File: config.mk
export PLATFORM = sky130hd
export DESIGN_NAME = chan_scaler
export DESIGN_NICKNAME = d
export VERILOG_FILES = /design/src/rtl/cs_pkg.sv /design/src/rtl/cs_dither_bank.sv /design/src/rtl/cs_prescale.sv /design/src/rtl/cs_mul_step.sv /design/src/rtl/chan_scaler.sv
export SDC_FILE = /design/constraint.sdc
export NUM_CORES = 1
export LEC_CHECK = 0
export ABC_AREA = 1
export BUFFER_PORTS_ARGS = -buffer_cell sky130_fd_sc_hd__buf_2
export CAP_MARGIN = 0
export CORE_ASPECT_RATIO = 1.2
export CORE_MARGIN = 1
export CORE_UTILIZATION = 60
export CTS_CLUSTER_SIZE = 10
export DETAILED_ROUTE_END_ITERATION = 8
export PLACE_DENSITY = 0.85
export SLEW_MARGIN = 5
export SYNTH_ARGS = -nofsm -noshare
export SYNTH_HDL_FRONTEND = slang
export SYNTH_SLANG_ARGS = --single-unit
export TNS_END_PERCENT = 30
File: constraint.sdc
create_clock -name clk -period 4.3 [get_ports clk]
set_input_delay 0.43 -clock clk [delete_from_list [all_inputs] [get_ports clk]]
set_output_delay 0.43 -clock clk [all_outputs]
set_load 0.02 [all_outputs]
File: src/rtl/cs_pkg.sv
// Package for the channel scaler. It holds the data width, the width of
// the channel tag and the lane record that moves down the multiply pipeline.
// Assumes at most four channels, so a 2-bit tag is always enough.
package cs_pkg;
    localparam int DW      = 8;           // component and scale width
    localparam int CHW     = 2;           // channel tag width
    localparam int STEPS   = DW;          // one multiply step per scale bit
    localparam int LATENCY = STEPS + 1;   // prescale register plus steps

    typedef struct packed {
        logic           valid;
        logic [CHW-1:0] chan;
        logic [DW-1:0]  mcand;   // dithered, clamped multiplicand
        logic [DW-1:0]  scale;   // scale factor of this lane's channel
        logic [DW-1:0]  acc;     // running high byte of the product
    } lane_t;
endpackage

File: src/rtl/cs_dither_bank.sv
// Holds one dither offset for each channel.
// frame_start loads the offsets from the configuration bus. pixel_done
// replaces each offset with mask minus offset. frame_start has priority.
// Assumes both strobes are single-cycle and synchronous to clk.
module cs_dither_bank #(
    parameter int NCH = 3
) (
    input  logic                     clk,
    input  logic                     rst_n,
    input  logic                     frame_start,
    input  logic                     pixel_done,
    input  logic [NCH*cs_pkg::DW-1:0] init_flat,
    input  logic [NCH*cs_pkg::DW-1:0] mask_flat,
    output logic [NCH*cs_pkg::DW-1:0] dither_flat
);
    import cs_pkg::*;

    for (genvar c = 0; c < NCH; c++) begin : g_ch
        logic [DW-1:0] d_q;

        // Offset register for one channel: reset, reload or step.
        always_ff @(posedge clk) begin
            if (!rst_n) begin
                d_q <= '0;
            end else if (frame_start) begin
                d_q <= init_flat[c*DW +: DW];
            end else if (pixel_done) begin
                d_q <= mask_flat[c*DW +: DW] - d_q;
            end
        end

        assign dither_flat[c*DW +: DW] = d_q;

        AST_FRAME_LOAD: assert property (@(posedge clk) disable iff (!rst_n)
            frame_start |=> d_q == $past(init_flat[c*DW +: DW]));
    end
endmodule

File: src/rtl/cs_prescale.sv
// First pipeline stage. It selects the channel's offset and scale, adds the
// offset to a nonzero byte and clamps the sum at full scale. A zero byte
// skips the add. With DITHER_EN = 0 the add is left out and the stage
// still takes one cycle. Assumes the channel tag has been checked upstream.
module cs_prescale #(
    parameter int NCH       = 3,
    parameter bit DITHER_EN = 1'b1
) (
    input  logic                      clk,
    input  logic                      rst_n,
    input  logic                      in_valid,
    input  logic [cs_pkg::CHW-1:0]    in_chan,
    input  logic [cs_pkg::DW-1:0]     in_byte,
    input  logic [NCH*cs_pkg::DW-1:0] dither_flat,
    input  logic [NCH*cs_pkg::DW-1:0] scale_flat,
    output cs_pkg::lane_t             lane_q
);
    import cs_pkg::*;

    logic [DW-1:0] sel_d;
    logic [DW-1:0] sel_s;
    logic [DW-1:0] val;

    // Select this byte's channel offset and scale.
    always_comb begin
        sel_d = '0;
        sel_s = '0;
        for (int c = 0; c < NCH; c++) begin
            if (in_chan == CHW'(c)) begin
                sel_d = dither_flat[c*DW +: DW];
                sel_s = scale_flat[c*DW +: DW];
            end
        end
    end

    if (DITHER_EN) begin : g_dith
        logic [DW:0] sum;
        // Add the offset with saturation, bypassed for a zero byte.
        always_comb begin
            sum = {1'b0, in_byte} + {1'b0, sel_d};
            if (in_byte == '0)  val = '0;
            else if (sum[DW])   val = '1;
            else                val = sum[DW-1:0];
        end

        AST_NO_WRAP: assert property (@(posedge clk) disable iff (!rst_n)
            (in_valid && in_byte != '0) |=> lane_q.mcand >= $past(in_byte));
    end else begin : g_plain
        // Pass the byte straight through when the dither path is removed.
        always_comb val = in_byte;
    end

    // Register the lane record that enters the multiplier.
    always_ff @(posedge clk) begin
        if (!rst_n) begin
            lane_q <= '0;
        end else begin
            lane_q.valid <= in_valid;
            lane_q.chan  <= in_chan;
            lane_q.mcand <= val;
            lane_q.scale <= sel_s;
            lane_q.acc   <= '0;
        end
    end

    AST_ZERO_BYPASS: assert property (@(posedge clk) disable iff (!rst_n)
        (in_valid && in_byte == '0) |=> lane_q.mcand == '0);
endmodule

File: src/rtl/cs_mul_step.sv
// One step of the shift-and-add multiplier. If scale bit BIT is set, the
// multiplicand is added to the accumulator. The 9-bit sum, carry included,
// is then shifted right by one. After the steps for bits 0..7 the
// accumulator holds (mcand*scale)>>8. Assumes the accumulator is 0 on
// entry to step 0.
module cs_mul_step #(
    parameter int BIT = 0
) (
    input  logic          clk,
    input  logic          rst_n,
    input  cs_pkg::lane_t lane_d,
    output cs_pkg::lane_t lane_q
);
    import cs_pkg::*;

    logic [DW:0] sum;

    // Conditional add of the multiplicand for this scale bit.
    always_comb begin
        sum = {1'b0, lane_d.acc};
        if (lane_d.scale[BIT]) sum = sum + {1'b0, lane_d.mcand};
    end

    // Register the lane with the accumulator rotated through the carry.
    always_ff @(posedge clk) begin
        if (!rst_n) begin
            lane_q <= '0;
        end else begin
            lane_q     <= lane_d;
            lane_q.acc <= sum[DW:1];
        end
    end

    AST_ACC_BOUND: assert property (@(posedge clk) disable iff (!rst_n)
        lane_d.valid |=> lane_q.acc <= lane_q.mcand);
endmodule

File: src/rtl/chan_scaler.sv
// Top of the dithered channel brightness scaler. It builds the dither bank,
// the prescale stage and a chain of STEPS multiply stages, for a latency of
// LATENCY cycles. It accepts one byte per cycle. Assumes NCH <= 4 and that
// configuration changes take effect on the next accepted byte.
module chan_scaler #(
    parameter int NCH       = 3,
    parameter bit DITHER_EN = 1'b1
) (
    input  logic                      clk,
    input  logic                      rst_n,
    input  logic                      frame_start,
    input  logic                      pixel_done,
    input  logic [NCH*cs_pkg::DW-1:0] cfg_scale,
    input  logic [NCH*cs_pkg::DW-1:0] cfg_dither,
    input  logic [NCH*cs_pkg::DW-1:0] cfg_mask,
    input  logic                      in_valid,
    input  logic [cs_pkg::CHW-1:0]    in_chan,
    input  logic [cs_pkg::DW-1:0]     in_byte,
    output logic                      out_valid,
    output logic [cs_pkg::CHW-1:0]    out_chan,
    output logic [cs_pkg::DW-1:0]     out_byte
);
    import cs_pkg::*;

    localparam logic [CHW-1:0] LAST_CH = CHW'(NCH - 1);

    logic [NCH*DW-1:0] dither_flat;
    logic              chan_ok;
    lane_t             chain [STEPS+1];

    // Drop bytes whose channel tag is out of range.
    always_comb chan_ok = in_valid && (in_chan <= LAST_CH);

    cs_dither_bank #(.NCH(NCH)) u_bank (
        .clk         (clk),
        .rst_n       (rst_n),
        .frame_start (frame_start),
        .pixel_done  (pixel_done),
        .init_flat   (cfg_dither),
        .mask_flat   (cfg_mask),
        .dither_flat (dither_flat)
    );

    cs_prescale #(.NCH(NCH), .DITHER_EN(DITHER_EN)) u_pre (
        .clk         (clk),
        .rst_n       (rst_n),
        .in_valid    (chan_ok),
        .in_chan     (in_chan),
        .in_byte     (in_byte),
        .dither_flat (dither_flat),
        .scale_flat  (cfg_scale),
        .lane_q      (chain[0])
    );

    for (genvar k = 0; k < STEPS; k++) begin : g_step
        cs_mul_step #(.BIT(k)) u_step (
            .clk    (clk),
            .rst_n  (rst_n),
            .lane_d (chain[k]),
            .lane_q (chain[k+1])
        );
    end

    assign out_valid = chain[STEPS].valid;
    assign out_chan  = chain[STEPS].chan;
    assign out_byte  = chain[STEPS].acc;

    AST_BAD_CHAN_DROP: assert property (@(posedge clk) disable iff (!rst_n)
        (in_valid && in_chan > LAST_CH) |=> !chain[0].valid);
    AST_VALID_ADVANCE: assert property (@(posedge clk) disable iff (!rst_n)
        chain[STEPS-1].valid |=> out_valid);
endmodule

==> key figures, run 1 <==
STA
  • FMAX: 436 MHz
  • Tcrit/Tclk final: 53.4%
  • Slew Viols, Final: 0
  • Measured slew at the worst slew-check pin: 819 ps
  • Endpoints failing hold: 0
  • RSZ-0062 raised after global routing: false
  • Max-slew headroom: 45.2%
  • Post-route minimum period: 2290 ps
  • Clock Skews: 13.2 ps
  • Final setup violation count: 0
  • Final setup TNS: 0 ps

Cells and area
  • Fillers: 1436
  • Nets: 1764
  • Commonest non-fill, non-tap cell in the layout: nand2_1
  • # diodes: 0
  • Ratio of cells with drive above 1 in the final layout: 9.18%
  • Final non-filler cell total: 1811
  • P&R area growth vs syn: 10.9%
  • Most frequent cells in the layout: nand2_1, inv_1, dfxtp_1
  • Final Util: 68.2%

Yosys
  • YS warnings: 0
  • Gate Count Post-Synth: 1511
  • Post-synth top area share: 39.5%
  • Avg Inst Size Synth: 7.18 um2
  • Complex-gate fraction of the synthesized area: 9.83%
  • Post-Synth Simple-Gate Area: 23.3%
  • Post-synthesis xor/xnor area fraction: 2.58%
  • Area share of fa/ha/maj cells after synthesis: 10.9%
  • Synthesized cell area: 0.0108 mm2
  • Syn Nets: 1686
  • Largest family of logic cells by synthesized area: simple AND/OR/NAND/NOR gates
  • Mux contribution to synthesized area: 0%
  • Yosys cell types: 34
  • Count of state elements after synthesis: 214
  • Sequential element share of the synthesized area: 39.5%
  • Yosys top cell by area: dfxtp_1
  • Top post-synthesis cells by area: dfxtp_1, nand2_1, inv_1

CTS
  • CTS tree: yes
  • Number of setup buffers added after CTS: 0
  • CTS Hold Bufs: 0
  • Clk pin slew, worst setup/hold paths: 60 ps
  • Maximum buffer depth of the clock tree: 3
  • # clock sinks: 214
  • Post-CTS Resized: 0
  • Root Driver: clkbuf_16
  • CTS buffer count: 25
  • H-tree Lvls: 1
  • Worst-Skew Late Latency: 530 ps

Run status
  • Status: complete, but fails checks
  • Violated checks: design-rule violations

Min path
  • Hold worst-path end: u_pre.lane_q[26]
  • Worst hold stages: 3
  • Hold_sp: in_valid
  • Min-Delay Path Class: in -> reg

Setup path
  • Crit end category: flip-flop
  • RR Endpoint: u_pre.lane_q[23]
  • Flop2flop setup slack: 2140 ps
  • R2r worst-path depth: 9
  • Crit path DAT: 2730 ps
  • CP Max Fanout: 17
  • CP Class: in -> reg
  • CP required: 4730 ps
  • Worst reg2reg path startpoint: u_bank.g_ch[1].d_q[5]
  • Critical Path Start Type: input pin

Global routing
  • Largest net degree at the start of global routing: 61
  • Grt total ovfl: 0
  • Tot GR Track Use: 26.0%
  • First-pass GRT wire length: 39800 um
  • Vias in the first global route: 9253
  • Initial antenna violation count: 0

Place
  • Cell total after placement: 1782
  • PortBufs: 97
  • Final Wtd Congestion: 0.923
  • HPWL after detailed placement: 17200 um

Route
  • 1st-iter DRT viols: 449
  • Final ANT Viol Nets: 0
  • Total Routed Length: 23400 um
  • Vias: 9351
  • DRC violations left: 4
  • Iteration count of the initial detailed-routing pass: 7
  • Vias per inst: 5.16
  • Wirelength per Cell: 12.9 um

Pwr
  • PD cells: 369 mW/mm2
  • VDD IR max: 0.277 mV
  • Leakage dissipation: 6.94 nW

Die
  • Die ar.: 0.0186 mm2
  • DIE WIDTH: 125 um
  • Effective utilization at floorplan: 61.5%
  • Die height: 149 um
  • IO Count: 98
  • Placeable Area: 0.0176 mm2
  • Row cnt: 53

Job
  • Maximum Capacitance Violations: 0
==> flip-flops by register name, summed over array words and instances (netlist names) <==
name	count
u_bank.g_ch.d_q	24
g_step.u_step.lane_q	171
u_pre.lane_q	19
==> layout make-up <==
| cell class | instances | area [um2] | area share [%] |
|---|---|---|---|
| Multi-Input combinational cell | 921 | 5060 | 42.0 |
| Clock inverter | 2 | 25.0 | 0.208 |
| Tap cell | 220 | 275 | 2.29 |
| Timing Repair Buffer | 101 | 518 | 4.31 |
| Clock buffer | 27 | 643 | 5.35 |
| Inverter | 326 | 1230 | 10.2 |
| Sequential cell | 214 | 4280 | 35.6 |
==> worst max path at each step <==
stage	end	depth (start not counted)	slack (ps)	startpoint
finish	u_pre.lane_q[23]	12	2010	in_chan[1]
CTS	u_pre.lane_q[23]	12	2080	in_chan[1]
floorplan	u_pre.lane_q[23]	11	2080	in_chan[1]
global placement	u_pre.lane_q[23]	12	1610	in_chan[0]
global route	u_pre.lane_q[17]	12	1800	in_chan[1]
detailed placement	u_pre.lane_q[23]	12	1550	in_chan[1]
==> per-stage QoR <==
| stage | instance area (um2) | power (mW) | worst slack [ps] | hold WS (ps) |
|---|---|---|---|---|
| global placement | 11400 | 2.64 | 1610 | 392 |
| detailed placement | 11400 | 2.66 | 1550 | 395 |
| global route | 12000 | 4.63 | 1800 | 180 |
| CTS | 12000 | 4.46 | 2080 | 157 |
| floorplan | 10800 | 2.52 | 2080 | 390 |
| finish | 12000 | 4.44 | 2010 | 173 |
==> where the power goes <==
group	internal, mW	leakage, nW	total (mW)	switching (mW)
clock network	1.05	0.330	1.81	0.757
registers	2.06	1.74	2.11	0.0482
logic	0.205	4.87	0.525	0.319
==> cell families after synthesis <==
| kind of cell | Yosys count |
|---|---|
| DFF | 214 |
| and+or+nand+nor | 615 |
| buffers and inverters | 376 |
| AOI/OAI and AO/OA | 186 |
| xor gates and xnor gates | 32 |
| adders and majority gates | 88 |
==> Yosys cell counts <==
master / n
a21o_1: 9
a21oi_1: 80
a21oi_2: 6
a221oi_1: 6
a22oi_1: 15
a31oi_1: 9
buf_1: 2
buf_12: 1
buf_2: 17
buf_4: 10
buf_6: 2
clkbuf_1: 18
clkinv_4: 1
dfxtp_1: 214
fa_1: 11
ha_1: 77
inv_1: 323
inv_2: 2
nand2_1: 380
nand2b_1: 1
nand3_1: 83
nand3_2: 4
nand3b_1: 9
nand3b_4: 1
nand4_1: 12
nor2_1: 122
o211ai_1: 1
o21ai_0: 55
o221ai_1: 4
o22ai_1: 1
or2_1: 1
or2_2: 2
xnor2_1: 13
xor2_1: 19
==> layer usage <==
layer | GRT usage, % | part of all wire (%)
met5 | 0 | 0
met4 | 13.3 | 4.0
met3 | 3.08 | 4.2
met2 | 53.2 | 54
met1 | 25.4 | 37
==> worst max-delay path, stage by stage <==
cell and delay [ps]:
buf_2 130, inv_2 210, nand2_1 130, inv_1 340, a221oi_1 140, ha_1 370, a21oi_1 300, o21ai_0 180
a21oi_2 270, nand3_1 120, nand2_1 70, inv_1 40
Note: power is estimated with default switching activity, not from simulation.
==> run 2, diff against run 1 <==
- clock period: 4.3 -> 2.15 ns (I/O delays scaled with it)
==> run 2 against run 1 <==
Compared with the run above: the flow still finishes with violations (design-rule violations); non-clock buffer count is 28 higher; die area stayed put; combinational power is 110% higher.
==> key figures, run 2 (synthesized netlist as in run 1, its figures left out) <==
STA
  • Endpoints failing hold: 0 (unchanged)
  • Clock Skews: 12.3 ps (-0.941 ps)
  • Final setup violation count: 0 (unchanged)
  • FMAX: 496 MHz
  • Post-route minimum period: 2020 ps
  • Measured slew at the worst slew-check pin: 619 ps (-200 ps)
  • WHS: 2.85 ps (-171 ps)
  • Final setup TNS: 0 ps (unchanged)
  • Tcrit/Tclk final: 93.7%
  • Slew Viols, Final: 0 (unchanged)
  • Max-slew headroom: 58.3% (+13 points)
  • RSZ-0062 raised after global routing: false

Cells and area
  • Largest registers: g_step.u_step.lane_q: 171 flops, u_bank.g_ch.d_q: 24 flops, u_pre.lane_q: 19 flops
  • Final non-filler cell total: 1840 (+1.6%)
  • Ratio of cells with drive above 1 in the final layout: 10.3% (+1.1 points)
  • P&R area growth vs syn: 13.0%
  • # diodes: 0 (unchanged)
  • Sequential Area: 0.00429 mm2 (about the same)
  • Nets: 1792 (+1.6%)
  • Fillers: 1448 (+0.84%)
  • Max reg flops: 171 (unchanged)
  • Area of the multi-input gates: 0.00506 mm2 (+0.12%)
  • Most flop-heavy register: g_step.u_step.lane_q
  • Most frequent cells in the layout: nand2_1, inv_1, dfxtp_1
  • Commonest non-fill, non-tap cell in the layout: nand2_1

Min path
  • Worst hold stages: 3 (unchanged)
  • Min-Delay Path Class: in -> reg

Place
  • HPWL after detailed placement: 17300 um (+0.31%)
  • Final Wtd Congestion: 0.904 (-2.0%)
  • PortBufs: 97 (unchanged)
  • Cell total after placement: 1801 (+1.1%)

CTS
  • Root Driver: clkbuf_16
  • # clock sinks: 214 (unchanged)
  • Worst-Skew Late Latency: 520 ps (about the same)
  • Clk pin slew, worst setup/hold paths: 60 ps (about the same)
  • CTS buffer count: 25 (unchanged)
  • Maximum buffer depth of the clock tree: 3 (unchanged)
  • H-tree Lvls: 1 (unchanged)
  • CTS tree: yes

Global routing
  • Vias in the first global route: 9264 (+0.12%)
  • Tot GR Track Use: 25.4% (-0.58 points)
  • First-pass GRT wire length: 38800 um (-2.4%)
  • Initial antenna violation count: 0 (unchanged)
  • Largest net degree at the start of global routing: 54 (-11%)
  • Grt total ovfl: 0 (unchanged)

Die
  • Placeable Area: 0.0176 mm2 (unchanged)
  • Die ar.: 0.0186 mm2 (unchanged)
  • Die height: 149 um (unchanged)
  • Effective utilization at floorplan: 61.5% (unchanged)
  • DIE WIDTH: 125 um (unchanged)
  • Row cnt: 53 (unchanged)
  • IO Count: 98 (unchanged)

Route
  • 1st-iter DRT viols: 380 (-15%)
  • Final ANT Viol Nets: 0 (unchanged)
  • Vias per inst: 5.13 (-0.64%)
  • Vias: 9440 (+0.95%)
  • Iteration count of the initial detailed-routing pass: 7 (unchanged)
  • DRC violations left: 4 (unchanged)
  • Wirelength per Cell: 12.7 um (-1.8%)
  • Total Routed Length: 23400 um (-0.22%)

Setup path
  • CP Class: reg -> reg
  • Critical-path cell list: inv_1, a221oi_2, inv_1, fa_1, inv_1, nand3_1, nand2_1, a21oi_2, buf_4, a21oi_1
  • Crit-path max cell delay: 410 ps (+40 ps)
  • CP Max Fanout: 4 (-13)
  • Slowest cell on crit path: fa_1
  • R2r worst-path depth: 10 (+1)
  • Critical Path Start Type: flip-flop
  • Crit path DAT: 2460 ps (-270 ps)
  • Crit end category: flip-flop
  • CP dominant cell by count: inv_1
  • CP required: 2590 ps (-2140 ps)

Pwr
  • Sw Share: 25.1% (-0.21 points)
  • VDD IR max: 0.545 mV (+97%)
  • NetSw: 2.23 mW (+98%)
  • Clk network pwr share: 40.1% (-0.6 points)
  • Total power: 8.87 mW (+100%)
  • Leakage dissipation: 7.07 nW (+1.9%)
  • PD cells: 724 mW/mm2 (+96%)
  • P_int: 6.64 mW (+100%)
  • Combinational group share of total power: 12.4% (+0.6 points)
  • Flop pwr share: 47.4% (about the same)

Run status
  • Violated checks: design-rule violations
  • Status: complete, but fails checks

Job
  • Maximum Capacitance Violations: 0 (unchanged)
==> run 2: final timing paths <==
check / startpoint / end / slack (ps)
worst max-delay path: u_bank.g_ch[2].d_q[1] / u_pre.lane_q[22] / 130
worst min-delay path: cfg_dither[23] / u_bank.g_ch[2].d_q[7] / 3
worst min register to register: g_step[0].u_step.lane_q[25] / g_step[1].u_step.lane_q[25] / 410
worst max register to register: u_bank.g_ch[2].d_q[1] / u_pre.lane_q[22] / 130
==> run 2: through the flow <==
step	instance area [um2]	util [%]	setup WS [ps]
after detailed placement	11500	65.2	21.8
after CTS	12200	69.4	98.2
after global placement	11500	65.2	40.1
after floorplan	10800	-	147
final	12300	69.5	135
after global routing	12300	69.5	15.6
==> run 2: area by class of cell <==
type / count / area share, %
Multi-Input combinational cell: 921 / 41.3
Sequential cell: 214 / 34.9
Inverter: 326 / 10.0
Timing Repair Buffer: 129 / 6.10
Clock buffer: 28 / 5.19
Tap cell: 220 / 2.24
Clock inverter: 2 / 0.204
==> run 2: worst max-delay path, delay by kind of cell (launching register included) <==
kind                       cells  cell delay [ps]
AOI/OAI and AO/OA              3              510
buffers and inverters          4              450
adders and majority gates      1              410
DFF                            1              360
and+or+nand+nor                2              190
==> run 2: metal layers <==
| layer | part of all wire [%] | track usage [%] | wire [um] |
|---|---|---|---|
| met1 | 37 | 23.7 | 8670 |
| met2 | 54 | 52.4 | 12700 |
| met3 | 4.1 | 3.34 | 955 |
| met4 | 4.5 | 14.5 | 1050 |
| met5 | 0 | 0 | 0 |
==> run 2: what timing repair did <==
action | 4_1_cts | 5_1_grt
hold buffers | 8 | 0
resized for setup | 0 | 2
hold endpoints to repair | 7 | 0
setup endpoints to repair | 0 | 7
buffers inserted | 0 | 1
==> run 2: power groups by stage <==
stage	combinational (mW)	sequential (mW)	clock, mW
2_1_floorplan	0.786	4.25	0
3_3_place_gp	1.03	4.29	0
3_5_place_dp	1.06	4.29	0
4_1_cts	1.09	4.21	3.61
5_1_grt	1.25	4.22	3.78
6_report	1.10	4.21	3.56
